[src/rtl/blkxfer_pkg.sv]
package blkxfer_pkg;

    typedef struct packed {
        logic cmp;
        logic dec;
        logic rep;
    } blk_mode_t;

    localparam int FLG_S  = 7;
    localparam int FLG_Z  = 6;
    localparam int FLG_H  = 4;
    localparam int FLG_PV = 2;
    localparam int FLG_N  = 1;
    localparam int FLG_C  = 0;

endpackage

[src/rtl/blkxfer_step.sv]
module blkxfer_step #(
    parameter int W = 16
) (
    input  logic [W-1:0] val,
    input  logic         dec,
    output logic [W-1:0] nxt
);
    always_comb begin
        nxt = dec ? (val - W'(1)) : (val + W'(1));
    end
endmodule

[src/rtl/blkxfer_flags.sv]
module blkxfer_flags
    import blkxfer_pkg::*;
#(
    parameter int DW = 8
) (
    input  logic          is_cmp,
    input  logic [DW-1:0] key,
    input  logic [DW-1:0] data,
    input  logic          cnt_nz,
    input  logic [7:0]    f_in,
    output logic [7:0]    f_out
);
    localparam int HB = DW / 2;

    logic [DW-1:0] diff;
    logic          half_borrow;

    always_comb begin
        diff        = key - data;
        half_borrow = (key[HB-1:0] < data[HB-1:0]);
        f_out       = f_in;
        f_out[FLG_PV] = cnt_nz;
        if (is_cmp) begin
            f_out[FLG_S] = diff[DW-1];
            f_out[FLG_Z] = (diff == '0);
            f_out[FLG_H] = half_borrow;
            f_out[FLG_N] = 1'b1;
        end else begin
            f_out[FLG_H] = 1'b0;
            f_out[FLG_N] = 1'b0;
        end
    end
endmodule

[src/rtl/blkxfer_seq.sv]
module blkxfer_seq
    import blkxfer_pkg::*;
#(
    parameter int AW         = 16,
    parameter int CW         = 16,
    parameter int DW         = 8,
    parameter int SINGLE_CYC = 16,
    parameter int REPEAT_CYC = 21
) (
    input  logic          clk,
    input  logic          rst_n,
    input  logic          start,
    input  logic          op_cmp,
    input  logic          op_dec,
    input  logic          op_rep,
    input  logic [AW-1:0] src_init,
    input  logic [AW-1:0] dst_init,
    input  logic [CW-1:0] cnt_init,
    input  logic [DW-1:0] key_init,
    input  logic [7:0]    flag_init,
    output logic          busy,
    output logic          done,
    output logic [AW-1:0] src_ptr,
    output logic [AW-1:0] dst_ptr,
    output logic [CW-1:0] count,
    output logic [7:0]    flags,
    output logic [AW-1:0] mem_addr,
    output logic          mem_rd,
    output logic          mem_wr,
    output logic [DW-1:0] mem_wdata,
    input  logic [DW-1:0] mem_rdata
);
    localparam int CYW = $clog2(REPEAT_CYC);
    localparam logic [CYW-1:0] CYC_RD   = CYW'(0);
    localparam logic [CYW-1:0] CYC_CAP  = CYW'(1);
    localparam logic [CYW-1:0] CYC_WR   = CYW'(2);
    localparam logic [CYW-1:0] CYC_END  = CYW'(SINGLE_CYC - 1);
    localparam logic [CYW-1:0] CYC_LAST = CYW'(REPEAT_CYC - 1);

    typedef struct packed {
        logic          busy;
        logic          done;
        logic [CYW-1:0] cyc;
        blk_mode_t     mode;
        logic [AW-1:0] src;
        logic [AW-1:0] dst;
        logic [CW-1:0] cnt;
        logic [DW-1:0] key;
        logic [DW-1:0] data;
        logic [7:0]    flg;
    } state_t;

    state_t st_d, st_q;

    logic [AW-1:0] src_nx, dst_nx;
    logic [CW-1:0] cnt_nx;
    logic [7:0]    flg_nx;
    logic          cnt_nz, hit, go_on;
    logic [CYW-1:0] cyc_inc;

    blkxfer_step #(.W(AW)) u_src_step (.val(st_q.src), .dec(st_q.mode.dec), .nxt(src_nx));
    blkxfer_step #(.W(AW)) u_dst_step (.val(st_q.dst), .dec(st_q.mode.dec), .nxt(dst_nx));

    blkxfer_flags #(.DW(DW)) u_flags (
        .is_cmp (st_q.mode.cmp),
        .key    (st_q.key),
        .data   (st_q.data),
        .cnt_nz (cnt_nz),
        .f_in   (st_q.flg),
        .f_out  (flg_nx)
    );

    always_comb begin
        cnt_nx  = st_q.cnt - CW'(1);
        cnt_nz  = (cnt_nx != '0);
        hit     = (st_q.key == st_q.data);
        go_on   = st_q.mode.rep && cnt_nz && !(st_q.mode.cmp && hit);
        cyc_inc = (st_q.cyc == CYC_LAST) ? '0 : st_q.cyc + CYW'(1);

        st_d      = st_q;
        st_d.done = 1'b0;

        if (!st_q.busy) begin
            if (start) begin
                st_d.busy = 1'b1;
                st_d.cyc  = '0;
                st_d.mode = '{cmp: op_cmp, dec: op_dec, rep: op_rep};
                st_d.src  = src_init;
                st_d.dst  = dst_init;
                st_d.cnt  = cnt_init;
                st_d.key  = key_init;
                st_d.flg  = flag_init;
            end
        end else begin
            if (st_q.cyc == CYC_CAP) begin
                st_d.data = mem_rdata;
            end
            if (st_q.cyc == CYC_END) begin
                st_d.src = src_nx;
                if (!st_q.mode.cmp) begin
                    st_d.dst = dst_nx;
                end
                st_d.cnt = cnt_nx;
                st_d.flg = flg_nx;
                if (go_on) begin
                    st_d.cyc = cyc_inc;
                end else begin
                    st_d.busy = 1'b0;
                    st_d.done = 1'b1;
                    st_d.cyc  = '0;
                end
            end else begin
                st_d.cyc = cyc_inc;
            end
        end
    end

    always_ff @(posedge clk) begin
        if (!rst_n) begin
            st_q <= '0;
        end else begin
            st_q <= st_d;
        end
    end

    assign busy      = st_q.busy;
    assign done      = st_q.done;
    assign src_ptr   = st_q.src;
    assign dst_ptr   = st_q.dst;
    assign count     = st_q.cnt;
    assign flags     = st_q.flg;
    assign mem_rd    = st_q.busy && (st_q.cyc == CYC_RD);
    assign mem_wr    = st_q.busy && (st_q.cyc == CYC_WR) && !st_q.mode.cmp;
    assign mem_addr  = (st_q.cyc == CYC_WR) ? st_q.dst : st_q.src;
    assign mem_wdata = st_q.data;

endmodule

[config.mk]
export PLATFORM = sky130hd
export DESIGN_NAME = blkxfer_seq
export DESIGN_NICKNAME = d
export VERILOG_FILES = /design/src/rtl/blkxfer_pkg.sv /design/src/rtl/blkxfer_step.sv /design/src/rtl/blkxfer_flags.sv /design/src/rtl/blkxfer_seq.sv
export SDC_FILE = /design/constraint.sdc
export NUM_CORES = 1
export LEC_CHECK = 0
export ABC_AREA = 1
export CORE_AREA = 2 2 117 119
export CTS_CLUSTER_DIAMETER = 100
export DETAILED_ROUTE_END_ITERATION = 7
export DIE_AREA = 0 0 119 121
export PLACE_DENSITY = 0.85
export SLEW_MARGIN = 0
export SYNTH_ARGS = -nofsm -noshare
export SYNTH_HDL_FRONTEND = slang
export SYNTH_SLANG_ARGS = --single-unit
export TNS_END_PERCENT = 30
[constraint.sdc]
create_clock -name clk -period 5 [get_ports clk]
set_input_delay 0.5 -clock clk [delete_from_list [all_inputs] [get_ports clk]]
set_output_delay 0.5 -clock clk [all_outputs]
set_load 0.01 [all_outputs]
==> metrics.md <==
| Metric | Value |
|---|---|
| Die height | `121 um` |
| Worst EP required | `4.50 ns` |
| CP Max Fanout | `27` |
| Mapped cell area | `0.00627 mm^2` |
| Setup Buffers After CTS | `0` |
| Drt first pass iters | `6` |
| Via-to-Cell Ratio | `5.32` |
| Period Utilization, post-route | `67.6%` |
| Worst path arrival time | `2.88 ns` |
| Global Route Usage Sum | `25.0%` |
| Final min period | `3.38 ns` |
| Grt total ovfl | `0` |
| Clock buffer count from CTS | `9` |
| Layout fillers | `1,217` |
| Final hold vios | `0` |
| Iter 0 DRT Violations | `436` |
| Setup slack after layout | `1.62 ns` |
| Routed len/inst | `15.0 um` |
| Initial antenna violation count | `0` |
| Async S/R FF share, synth | `0%` |
| Status | `finished clean` |
| Hold/Removal Path Class | `flop to flop` |
| RSZ-0062 raised after global routing | `false` |
| Post-Syn Area per Cell | `6.70 um^2` |
| Post-synthesis cell count | `936` |
| Reg2Reg Depth | `9` |
| Die area | `0.0144 mm^2` |
| Total chip power | `2.15 mW` |
| Fin. max-slew vios | `0` |
| CTS Sinks | `82` |
| Post-route cell area | `0.00787 mm^2` |
| Pre-CTS setup slack | `1.71 ns` |
| Crit-path cells | `inv_1 > ha_1 > nand3_1 > o21ai_0 > clkdlybuf4s50_1` |
| Top FF cell, synth | `dfxtp_1` |
| First-pass GRT wire length | `28.9 mm` |
| FF+latch count, synth | `82` |
| Detail Placement HPWL | `13.1 mm` |
| Final core occ | `60.1%` |
| Post-route DRC | `0` |
| ANT nets after route | `0` |
| Clock Pin Slew Worst Setup and Hold Paths | `0.07 ns` |
| Sequential power share | `34.9%` |
| Clk buf depth | `2` |
| Slowest cell on crit path | `nand3_1` |
| Max-Cap Viols | `0` |
| Startpoint Class | `flop` |
| Fmax | `296 MHz` |
| Clock Latency Late Sink | `0.36 ns` |
| Net count after synthesis | `1,058` |
| CTS tree | `built` |
| Worst Hold Slack | `0.460 ns` |
| Critical Path Source | `st_q[75]` |
| Final #Nets | `1,142` |
| H-tree depth | `3` |
| IO Port Bufs | `161` |
| Internal power | `1.43 mW` |
| DR vias | `6,389` |
| Net Sw Frac | `33.4%` |
| Gate power share | `30.2%` |
| Root buf cell | `clkbuf_16` |
| Final WL | `18.0 mm` |
| Area grow syn2layout | `25.5%` |
| Synth cell types | `43` |
| I/O pin cnt | `162` |
| Max-slew headroom | `25.6%` |
| Placed inst area | `0.00754 mm^2` |
| P_sw | `0.716 mW` |
| Layout cells sized above 1 | `6.93%` |
| Pleak | `3.44 nW` |
| Post-route insts no fill | `1,201` |
| CP max stage delay | `0.76 ns` |
| FF-to-FF End | `dst_ptr[4]` |
| R2r startpoint | `busy` |
| Ant diodes | `0` |
| Final setup violation count | `0` |
| Synth warn | `0` |
| Clock power share | `34.9%` |
| CP Class | `flop to primary output` |
| Number of global-route vias before repair | `5,881` |
| PD cells | `273 mW/mm^2` |
| Sequential-to-total area share from yosys stat | `26.2%` |
| Clock Skew | `0.00782 ns` |
| Largest net degree at the start of global routing | `60` |
| Die Wd | `119 um` |
| Post-synth EDFFs | `0` |
| Post-CTS sizing | `0` |
| Final GP Congestion | `0.906` |
| Crit. End Element | `primary output` |
| Post-placement cell count | `1,185` |
| Area of the core | `0.0131 mm^2` |
| Cell row count | `42` |
| R2r setup slk | `1.69 ns` |
| VDD IR max | `0.153 mV` |
| Critical path endpoint | `mem_addr[1]` |
| Post-route setup TNS | `0 ns` |
| Least-Margin Pin Slew | `1.11 ns` |
| Initial core utilization | `47.9%` |
| Post-CTS Hold Fix Bufs | `0` |
-- per-layer routing --
metal / GRT usage [%] / share of wire, %
met5: 0 / 0
met4: 10.6 / 2.6
met3: 3.43 / 6.1
met2: 40.8 / 46
met1: 33.0 / 45
-- cells in the mapped netlist, types with 3 or more instances --
| master | n | share of area [%] |
|---|---|---|
| nand2_1 | 179 | 11 |
| a21oi_1 | 105 | 8.4 |
| inv_1 | 97 | 5.8 |
| nor2_1 | 88 | 5.3 |
| dfxtp_1 | 82 | 26 |
| o21ai_0 | 69 | 5.5 |
| buf_4 | 64 | 7.7 |
| ha_1 | 42 | 8.4 |
| nand3_1 | 42 | 3.4 |
| a31oi_1 | 22 | 2.2 |
| clkbuf_1 | 18 | 1.1 |
| o21ai_1 | 11 | 0.88 |
| xor2_1 | 11 | 1.5 |
| nor3_1 | 10 | 0.80 |
| inv_2 | 8 | 0.48 |
| buf_2 | 7 | 0.56 |
| nand3_2 | 7 | 1.1 |
| xnor2_1 | 7 | 0.98 |
| a21oi_2 | 6 | 0.84 |
| mux2_2 | 6 | 1.1 |
| nand2_2 | 6 | 0.60 |
| nand4_1 | 6 | 0.60 |
| a221oi_1 | 4 | 0.56 |
| buf_1 | 4 | 0.24 |
| nor2_2 | 4 | 0.40 |
| nor2_4 | 4 | 0.72 |
| a211oi_1 | 3 | 0.36 |
| or2_2 | 3 | 0.30 |
-- final cells by class --
type	count	area (um^2)	share of cell area [%]
timing repair buffer	166	1650	21.0
clock buffer	9	225	2.86
sequential	82	1640	20.9
tap	176	220	2.80
clock inverter	7	100	1.27
multi-input combinational	656	3640	46.2
inverter	105	394	5.01
-- worst min-delay path by stage --
stage | start | end | slack (ns) | cells past startpoint
floorplan | st_q[16] | st_q[16] | 0.43 | 2
global route | st_q[16] | st_q[16] | 0.50 | 2
CTS | st_q[16] | st_q[16] | 0.46 | 2
detailed placement | st_q[16] | st_q[16] | 0.45 | 2
finish | st_q[16] | st_q[16] | 0.46 | 2
global placement | st_q[16] | st_q[16] | 0.45 | 2
-- power groups by stage --
stage	registers (mW)	logic [mW]	clock network [mW]
final	0.749	0.648	0.750
after global placement	0.760	0.629	0
after floorplan	0.749	0.445	0
after detailed placement	0.761	0.640	0
after global routing	0.754	0.718	0.779
after CTS	0.747	0.646	0.756
-- worst max-delay path, delay by kind of cell (launching register included) --
family	cells	cell delay, ns
simple gates	1	0.76
buf+inv	2	0.71
compound gates	1	0.54
flops	1	0.37
fa+ha+maj	1	0.14
-- registers in the layout (all words and copies together) (netlist names) --
name	flops
src_ptr	16
dst_ptr	16
done	1
flags	8
busy	1
count	16
mem_wdata	8
st_q	16
-- cells by family (layout without fill, tap and decap cells) --
kind of cell	count (synthesis)	after routing	share of synthesized area (%)
XOR/XNOR	19	19	2.77
flip-flops	82	82	26.2
multiplexers	6	6	1.08
AO/OA/AOI/OAI	230	230	20.0
adder cells (fa/ha/maj)	44	44	9.02
AND/OR/NAND/NOR	357	357	25.1
buffers and inverters	198	287	15.8
-- placed cells by master (no fill, tap or decap), types with 10 or more instances in the layout --
| cell | instances |
|---|---|
| inv_1 | 97 |
| clkdlybuf4s50_1 | 161 |
| o21ai_0 | 69 |
| a21oi_1 | 105 |
| ha_1 | 42 |
| nor3_1 | 10 |
| nand3_1 | 42 |
| nor2_1 | 88 |
| dfxtp_1 | 82 |
| a31oi_1 | 22 |
| xor2_1 | 11 |
| nand2_1 | 179 |
| o21ai_1 | 11 |
(Power assumes the default switching activity.)
